<file path="src/rtl/can_filt_pkg.sv">
package can_filt_pkg;
  localparam int BYTE_W    = 8;
  localparam int BANK_B    = 4;
  localparam int N_BANK    = 2;
  localparam int REG_BYTES = BANK_B * N_BANK;
  localparam int ADDR_W    = 5;
  localparam int ID_BYTES  = BANK_B;
  localparam int NF16      = REG_BYTES / 2;
  localparam int IDX_W     = $clog2(NF16);
  typedef enum logic [1:0] {REG_CODE = 2'd0, REG_MASK = 2'd1, REG_MODE = 2'd2} reg_region_e;
endpackage

</file>
<file path="src/rtl/filt_regs.sv">
module filt_regs
  import can_filt_pkg::*;
#(
  parameter int NB = REG_BYTES,
  parameter int BW = BYTE_W,
  parameter int AW = ADDR_W
) (
  input  logic           clk,
  input  logic           rst_n,
  input  logic           wr_en,
  input  logic           wr_open,
  input  logic [AW-1:0]  addr,
  input  logic [BW-1:0]  wdata,
  output logic [BW-1:0]  rdata,
  output logic [NB*BW-1:0] code_flat,
  output logic [NB*BW-1:0] mask_flat,
  output logic           mode16
);
  localparam int SEL_W = $clog2(NB);
  logic [BW-1:0] code_q [NB];
  logic [BW-1:0] mask_q [NB];
  logic          mode_q;
  logic [SEL_W-1:0] sel;
  reg_region_e      region;

  assign sel    = addr[SEL_W-1:0];
  assign region = reg_region_e'(addr[AW-1:SEL_W]);

  always_ff @(posedge clk or negedge rst_n) begin
    if (!rst_n) begin
      for (int i = 0; i < NB; i++) begin
        code_q[i] <= '0;
        mask_q[i] <= '0;
      end
      mode_q <= 1'b0;
    end else if (wr_en && wr_open) begin
      case (region)
        REG_CODE: code_q[sel] <= wdata;
        REG_MASK: mask_q[sel] <= wdata;
        REG_MODE: if (sel == '0) mode_q <= wdata[0];
        default: ;
      endcase
    end
  end

  always_comb begin
    rdata = '0;
    case (region)
      REG_CODE: rdata = code_q[sel];
      REG_MASK: rdata = mask_q[sel];
      REG_MODE: if (sel == '0) rdata = {{(BW-1){1'b0}}, mode_q};
      default: rdata = '0;
    endcase
  end

  for (genvar g = 0; g < NB; g++) begin : g_flat
    assign code_flat[g*BW +: BW] = code_q[g];
    assign mask_flat[g*BW +: BW] = mask_q[g];
  end
  assign mode16 = mode_q;
endmodule

</file>
<file path="src/rtl/filt_match.sv">
module filt_match #(
  parameter int W = 32
) (
  input  logic [W-1:0] code,
  input  logic [W-1:0] mask,
  input  logic [W-1:0] id,
  output logic         hit
);
  logic [W-1:0] diff;
  assign diff = (code ^ id) & ~mask;
  assign hit  = (diff == '0);
endmodule

</file>
<file path="src/rtl/hit_prio.sv">
module hit_prio #(
  parameter int N  = 4,
  parameter int IW = $clog2(N)
) (
  input  logic [N-1:0]  hits,
  output logic          any,
  output logic [IW-1:0] idx
);
  always_comb begin
    idx = '0;
    for (int i = N - 1; i >= 0; i--) begin
      if (hits[i]) idx = IW'(i);
    end
  end
  assign any = |hits;
endmodule

</file>
<file path="src/rtl/can_id_filter.sv">
module can_id_filter
  import can_filt_pkg::*;
#(
  parameter int BW  = BYTE_W,
  parameter int BB  = BANK_B,
  parameter int NBK = N_BANK,
  parameter int AW  = ADDR_W,
  localparam int NB   = BB * NBK,
  localparam int IDW  = BB * BW,
  localparam int HW   = IDW / 2,
  localparam int NF   = NB / 2,
  localparam int IXW  = $clog2(NF)
) (
  input  logic           clk,
  input  logic           rst_n,
  input  logic           init_req,
  input  logic           init_ack,
  input  logic           reg_wr,
  input  logic [AW-1:0]  reg_addr,
  input  logic [BW-1:0]  reg_wdata,
  output logic [BW-1:0]  reg_rdata,
  input  logic           id_valid,
  output logic           id_ready,
  input  logic [IDW-1:0] id_data,
  output logic           res_valid,
  output logic           accept,
  output logic [IXW-1:0] hit_idx
);
  logic [NB*BW-1:0] code_all, mask_all;
  logic             mode16;
  logic [NF-1:0]    hit16, hits;
  logic [NBK-1:0]   hit32;
  logic             any_hit;
  logic [IXW-1:0]   first_idx;

  filt_regs #(.NB(NB), .BW(BW), .AW(AW)) u_regs (
    .clk(clk), .rst_n(rst_n), .wr_en(reg_wr), .wr_open(init_req & init_ack),
    .addr(reg_addr), .wdata(reg_wdata), .rdata(reg_rdata),
    .code_flat(code_all), .mask_flat(mask_all), .mode16(mode16)
  );

  for (genvar b = 0; b < NBK; b++) begin : g_wide
    filt_match #(.W(IDW)) u_m (
      .code(code_all[b*IDW +: IDW]), .mask(mask_all[b*IDW +: IDW]),
      .id(id_data), .hit(hit32[b])
    );
  end

  for (genvar f = 0; f < NF; f++) begin : g_half
    filt_match #(.W(HW)) u_m (
      .code(code_all[f*HW +: HW]), .mask(mask_all[f*HW +: HW]),
      .id(id_data[HW-1:0]), .hit(hit16[f])
    );
  end

  assign hits = mode16 ? hit16 : {{(NF-NBK){1'b0}}, hit32};

  hit_prio #(.N(NF), .IW(IXW)) u_prio (.hits(hits), .any(any_hit), .idx(first_idx));

  always_ff @(posedge clk or negedge rst_n) begin
    if (!rst_n) begin
      res_valid <= 1'b0;
      accept    <= 1'b0;
      hit_idx   <= '0;
    end else begin
      res_valid <= id_valid;
      if (id_valid) begin
        accept  <= any_hit;
        hit_idx <= any_hit ? first_idx : '0;
      end
    end
  end

  assign id_ready = 1'b1;
endmodule

</file>
<file path="config.mk">
export PLATFORM = sky130hd
export DESIGN_NAME = can_id_filter
export DESIGN_NICKNAME = d
export VERILOG_FILES = /design/src/rtl/can_filt_pkg.sv /design/src/rtl/filt_regs.sv /design/src/rtl/filt_match.sv /design/src/rtl/hit_prio.sv /design/src/rtl/can_id_filter.sv
export SDC_FILE = /design/constraint.sdc
export NUM_CORES = 1
export LEC_CHECK = 0
export CAP_MARGIN = 0
export CORE_MARGIN = 4
export CORE_UTILIZATION = 53
export CTS_CLUSTER_SIZE = 25
export DETAILED_ROUTE_END_ITERATION = 12
export GPL_ROUTABILITY_DRIVEN = 0
export GPL_TIMING_DRIVEN = 0
export PLACE_DENSITY = 0.75
export REMOVE_ABC_BUFFERS = 1
export SYNTH_ARGS = -nofsm -noshare
export SYNTH_HDL_FRONTEND = slang
export SYNTH_HIERARCHICAL = 1
export SYNTH_SLANG_ARGS = --single-unit
</file>
<file path="constraint.sdc">
create_clock -name clk -period 1.9 [get_ports clk]
set_input_delay 0.19 -clock clk [delete_from_list [all_inputs] [get_ports clk]]
set_output_delay 0.19 -clock clk [all_outputs]
set_load 0.01 [all_outputs]
</file>
Word-level counts from Yosys, hierarchy flattened
Index checks and enable logic that the tools add are counted.

storage, ports and cells
  register bits after elaboration = 133
  input bits = 51
  output and inout bits = 13
  logic and storage cells = 76

cells by class
  reductions and logical operators = 14
  bitwise gates (word level) = 20
  equality and inequality tests = 2
  magnitude comparators = 2
  muxes and demuxes = 18

operators by type and width
  cell                                                                           count
  64-bit bitwise mux                                                             2
  16-bit bitwise AND                                                             4
  32-bit bitwise AND                                                             2
  16-bit zero test                                                               4
  32-bit zero test                                                               2
  16-bit inverter                                                                4
  32-bit inverter                                                                2
  16-bit XOR                                                                     4
  32-bit XOR                                                                     2
  8-bit binary-select mux with 3-bit select                                      2
  8-bit two-way mux                                                              5
  8-bit demux with 3-bit select                                                  1
  8-bit one-hot mux with 3 select lines                                          1
  2-bit two-way mux                                                              5
  4-bit >= comparator (second input constant)                                    1
  4-bit by 1-bit less-than comparator with 1-bit output (second input constant)  1
  4-bit two-way mux                                                              1
  3-bit inverter with 4-bit output                                               1
  2-bit AND reduction                                                            2
  4-bit OR reduction                                                             1
  3-bit zero test                                                                1
  3-bit AND reduction                                                            1
  2-bit by 1-bit == test with 1-bit output (second input constant)               1
  2-bit == test (second input constant)                                          1
  other kinds (4)                                                                5

Longest topological paths before layout
  depth in word-level cells = 9
  depth in mapped cells = 9
  gate-level depth less buffers = 9

Hierarchy
The synthesis kept the hierarchy.

modules (own cells, without submodules)
  module                           instances  area an instance (um^2)  seq. area each (um^2)  cells an instance
  filt_regs                        1          6,112.1                  3,228.1                436
  filt_match at g_half[0].u_m ...  4          209.0                    0.0                    27
  filt_match at g_wide[0].u_m ...  2          414.1                    0.0                    53
  can_id_filter                    1          195.2                    100.1                  18
  hit_prio                         1          35.0                     0.0                    7

Least setup slack after synthesis
No wires, ideal clock.

  path kind = register -> register
  start point = register u_regs.code_q (netlist bit u_regs/code_flat[19])
  end point = register accept
  cell stages (with the launch flop) = 9
  slack = 127 ps
  data arrival time = 1,648 ps
  period minus slack after synthesis = 1,773 ps
  library setup time = 125 ps
  path buffers = 0
  required time = 1,775 ps
  path through = dfrtp_1 xnor2_1 o22ai_1 nor4_1 and4_1 mux2_1 nor2_1 nand2_1 mux2_4

between the ends
  longest elaborated chain between the ends = 5
  elaborated cells between the ends (all ways) = 8
  classes of those cells = 1 x mux; 4 x bitwise; 3 x reduce/logical

ends and longest elaborated chain
  what                               line                 text
  from (decl)                        filt_regs.sv:20      logic [BW-1:0] code_q [NB];
  from (signal, indexed assignment)  filt_regs.sv:38      REG_CODE: code_q[sel] <= wdata;
  32-bit XOR                         filt_match.sv:10     assign diff = (code ^ id) & ~mask;
  32-bit bitwise AND                 filt_match.sv:10
  32-bit zero test                   filt_match.sv:11     assign hit = (diff == '0);
  named net hit32[0]                 can_id_filter.sv:32  logic [NBK-1:0] hit32;
  4-bit two-way mux                  can_id_filter.sv:56  assign hits = mode16 ? hit16 : {{(NF-NBK){1'b0}}, hit32};
  named net hits[0]                  can_id_filter.sv:31  logic [NF-1:0] hit16, hits;
  4-bit OR reduction                 hit_prio.sv:15       assign any = |hits;
  named net any_hit                  can_id_filter.sv:33  logic any_hit;
  to (signal assigned)               can_id_filter.sv:68  accept <= any_hit;
  to (decl)                          can_id_filter.sv:26  output logic accept,

The timed path passes the listed nets, and every way through them passes these cells.
A chain may end at the register's enable or synchronous reset.

Worst setup path after layout
  start point = register u_regs.code_q (netlist bit u_regs/code_flat[22])
  end point = register accept

The elaborated chain is that of the path after synthesis.

==> impl_metrics.json <==
{
  "routed_wl_um": 28000,
  "synth_adder_area_share_pct": 0,
  "syn_area_sq_mm": 0.00801,
  "fin_ws_ns": -0.270,
  "crit_fanout": 4,
  "cts_tree": "yes",
  "synth_commonest_cells": "mux2_2, dfrtp_1, xnor2_1",
  "clock_skew_ns": 0.00844,
  "grtUsageTotal_pct": 32.8,
  "firstDrtPassIters": 5,
  "violations": "setup timing",
  "synth_top_area_share_pct": 41.6,
  "rows": 44,
  "initial_core_util_pct": 54.7,
  "crit_chain": "buf_4 > xnor2_1 > o22ai_1 > nor4_2 > and4_1 > mux2_4 > nor2_4 > nand2_2 > mux2_4",
  "power_frac_comb_pct": 19.5,
  "slew-limit-headroom_pct": 28.3,
  "tns_ns": -7.39,
  "synth_ff_type": "dfrtp_1",
  "cp_common_cell": "mux2_4",
  "antenna_cells": 0,
  "yosys-top-cells-area": "dfrtp_1, mux2_2, xnor2_1, o22ai_1, mux4_2",
  "grt_max_degree": 81,
  "end_kind": "flip-flop",
  "status": "finished with violations",
  "htreeDepth": 4,
  "io_buffers": 62,
  "dpl.cell_count": 893,
  "numCtsBuffers": 17,
  "power_w": 0.00868,
  "die_x_um": 131,
  "maxCapViolCount": 0,
  "grt-ovfl-total": 0,
  "drc": 0,
  "p_leak_nw": 4.25,
  "cts_root_buf": "clkbuf_16",
  "wl_per_cell_um": 29.2,
  "worst_pin_slew_ns": 1.07,
  "yosysMostFrequentCell": "mux2_2",
  "layout-drive-gt1-share_pct": 42.8,
  "met2_length_um": 12300,
  "max_freq_mhz": 461,
  "syn_area_per_cell_sq_um": 11.9,
  "start_kind": "flip-flop",
  "pin_count": 64,
  "hpwl_um": 18600,
  "ys_seq_area_share_pct": 41.6,
  "final_util_pct": 69.0,
  "n_fill_cell": 1037,
  "die_area_sq_mm": 0.0171,
  "p_int_w": 0.00625,
  "finalHoldViolCount": 0,
  "synth_edf_count": 0,
  "seqPwrFrac_pct": 39.3,
  "final_area_sq_mm": 0.0101,
  "grt_pass1_vias": 6637,
  "critPathBufInv": 1,
  "topRoutingLayerUsed": "met5",
  "arrival_ns": 2.48,
  "syn_inst": 675,
  "cp_slowest_cell": "dfrtp_2",
  "synth_cell_types": 55,
  "core_area_sq_mm": 0.0146,
  "grt_pass1_wl_um": 40800,
  "setup-violations-final": 75,
  "min_period_ns": 2.17,
  "critical-path-top-delay-family": "multiplexers",
  "yosys.area_share.simple_pct": 6.70,
  "swShare_pct": 28.0,
  "path_class": "flip-flop to flip-flop",
  "clockBufferDepth": 2,
  "yosysTopAreaCell": "dfrtp_1",
  "async_reset_ff_share_pct": 100,
  "ys_seq_elements": 133,
  "synth_compound_area_share_pct": 10.5,
  "ant_nets": 0,
  "synthMuxAreaShare_pct": 25.1,
  "fin_cells": 958,
  "switchingPower_w": 0.00243,
  "wl_met3_um": 3390,
  "period_share_pct": 114,
  "rsz0062_at_grt": "true",
  "yosysWarnings": 6,
  "vias": 6694,
  "nNetsFinal": 812,
  "cp_slowest_stage_delay_ns": 0.46,
  "met1_length_um": 10400,
  "power.density_mw_per_mm2": 859,
  "pwr-share-clk_pct": 41.2,
  "detailedRoute.firstIterationViolations": 1143,
  "hp-class": "input port to async pin",
  "synth-xor-area-share_pct": 14.0,
  "crit_required_ns": 2.21,
  "dpl_cell_area_sq_mm": 0.00876,
  "fp.dieH_um": 131,
  "maxSlewViolCount": 0,
  "clk_pin_slew_ns": 0.06,
  "viasPerCell": 6.99,
  "area_growth_pct": 26.2,
  "vdd_ir_drop_max_mv": 0.675,
  "cts.sinks": 133,
  "antenna_found_initial": 1,
  "clk_latency_ns": 0.43,
  "synth_top_family_by_area": "multiplexers"
}
-- metal layers --
| metal | vias to the layer above | GRT usage (%) |
|---|---|---|
| met5 | - | 0 |
| met4 | 2 | 15.8 |
| met3 | 159 | 9.92 |
| met2 | 515 | 49.7 |
| met1 | 3308 | 43.3 |
| li1 | 2710 | - |
-- per-stage QoR --
stage	worst slack [ns]	hold WS [ns]
final	-0.270	0.290
after global routing	-0.287	0.328
after CTS	-0.195	0.304
after detailed placement	-1.31	0.181
after global placement	-4.55	0.498
after floorplan	0.127	-0.106
-- final timing paths --
path / startpoint / endpoint / slack, ns / cells after the start
setup / recovery: u_regs/code_flat[22] / accept / -0.27 / 9
hold / removal: rst_n / u_regs/code_flat[62] / 0.29 / 2
setup reg to reg: u_regs/code_flat[22] / accept / -0.27 / 9
hold reg to reg: accept / accept / 0.52 / 1
max in group asynchronous: rst_n / u_regs/code_flat[7] / 0.78 / 3
min in group clk: id_valid / res_valid / 0.38 / 1
-- sequential cells by signal (all words and copies together), names as in the netlist --
signal and count:
accept 1, hit_idx 2, res_valid 1, u_regs/code_flat 64
u_regs/mask_flat 64, u_regs/mode16 1
-- power by group through the flow --
stage,Sequential [W],Clock (W),Combinational [W]
5_1_grt,0.00344,0.00372,0.00176
3_5_place_dp,0.00344,0,0.00142
2_1_floorplan,0.00331,0,0.000842
4_1_cts,0.00339,0.00359,0.00156
6_report,0.00341,0.00357,0.00169
3_3_place_gp,0.00342,0,0.00138
-- cell families (layout without fill, tap and decap cells) --
family / Yosys count / after routing
simple gates: 87 / 87
xor+xnor: 128 / 128
flops: 133 / 133
buf+inv: 37 / 136
other cells: 1 / 1
mux: 169 / 169
compound gates: 120 / 120
-- cells in the final DEF (no fill, tap or decap), types with 5 or more instances in the layout --
master           synthesis  routed
a21oi_1                  6       6
a221oi_1                14       8
a221oi_2                 0       6
a22oi_1                  5       5
buf_12                   0       7
buf_2                   11       9
buf_4                    5      23
buf_6                    0       8
clkbuf_16                0      17
clkdlybuf4s50_1          0      33
dfrtp_1                133     115
dfrtp_2                  0      18
dlygate4sd2_1            0       9
dlymetal6s2s_1           0       7
mux2_2                 145     142
mux2_4                   1       6
mux2i_1                 11      11
mux4_2                  10      10
nand2_1                 15       9
nand2_2                  2       8
nand3_1                  6       6
nor2_1                  11       8
nor2_4                   3       6
o22ai_1                 64      46
o22ai_2                  0      18
or4_1                    8       8
xnor2_1                128     117
xnor2_2                  0      11
-- final cells by class --
class	count	area (sq um)	share of cell area (%)
Multi-Input combinational cell	505	4880	48.3
Sequential cell	133	3350	33.2
Timing Repair Buffer	98	982	9.72
Clock buffer	23	488	4.83
Tap cell	184	230	2.28
Clock inverter	9	148	1.46
Inverter	6	30.0	0.297
-- worst reg2reg max path: stages (launching register included) --
cell     delay [ns]
dfrtp_2        0.46
buf_4          0.16
xnor2_1        0.13
o22ai_1        0.26
nor4_2         0.08
and4_1         0.17
mux2_4         0.32
nor2_4         0.14
nand2_2        0.09
mux2_4         0.26
-- repair_timing --
item,in CTS,in global routing
pin swaps,31,18
endpoints found under the hold margin,53,0
setup buffers,23,9
setup endpoints to repair,133,83
gates resized for setup,117,43
hold buffers,1,0
Note: power is estimated with default switching activity, not from simulation.
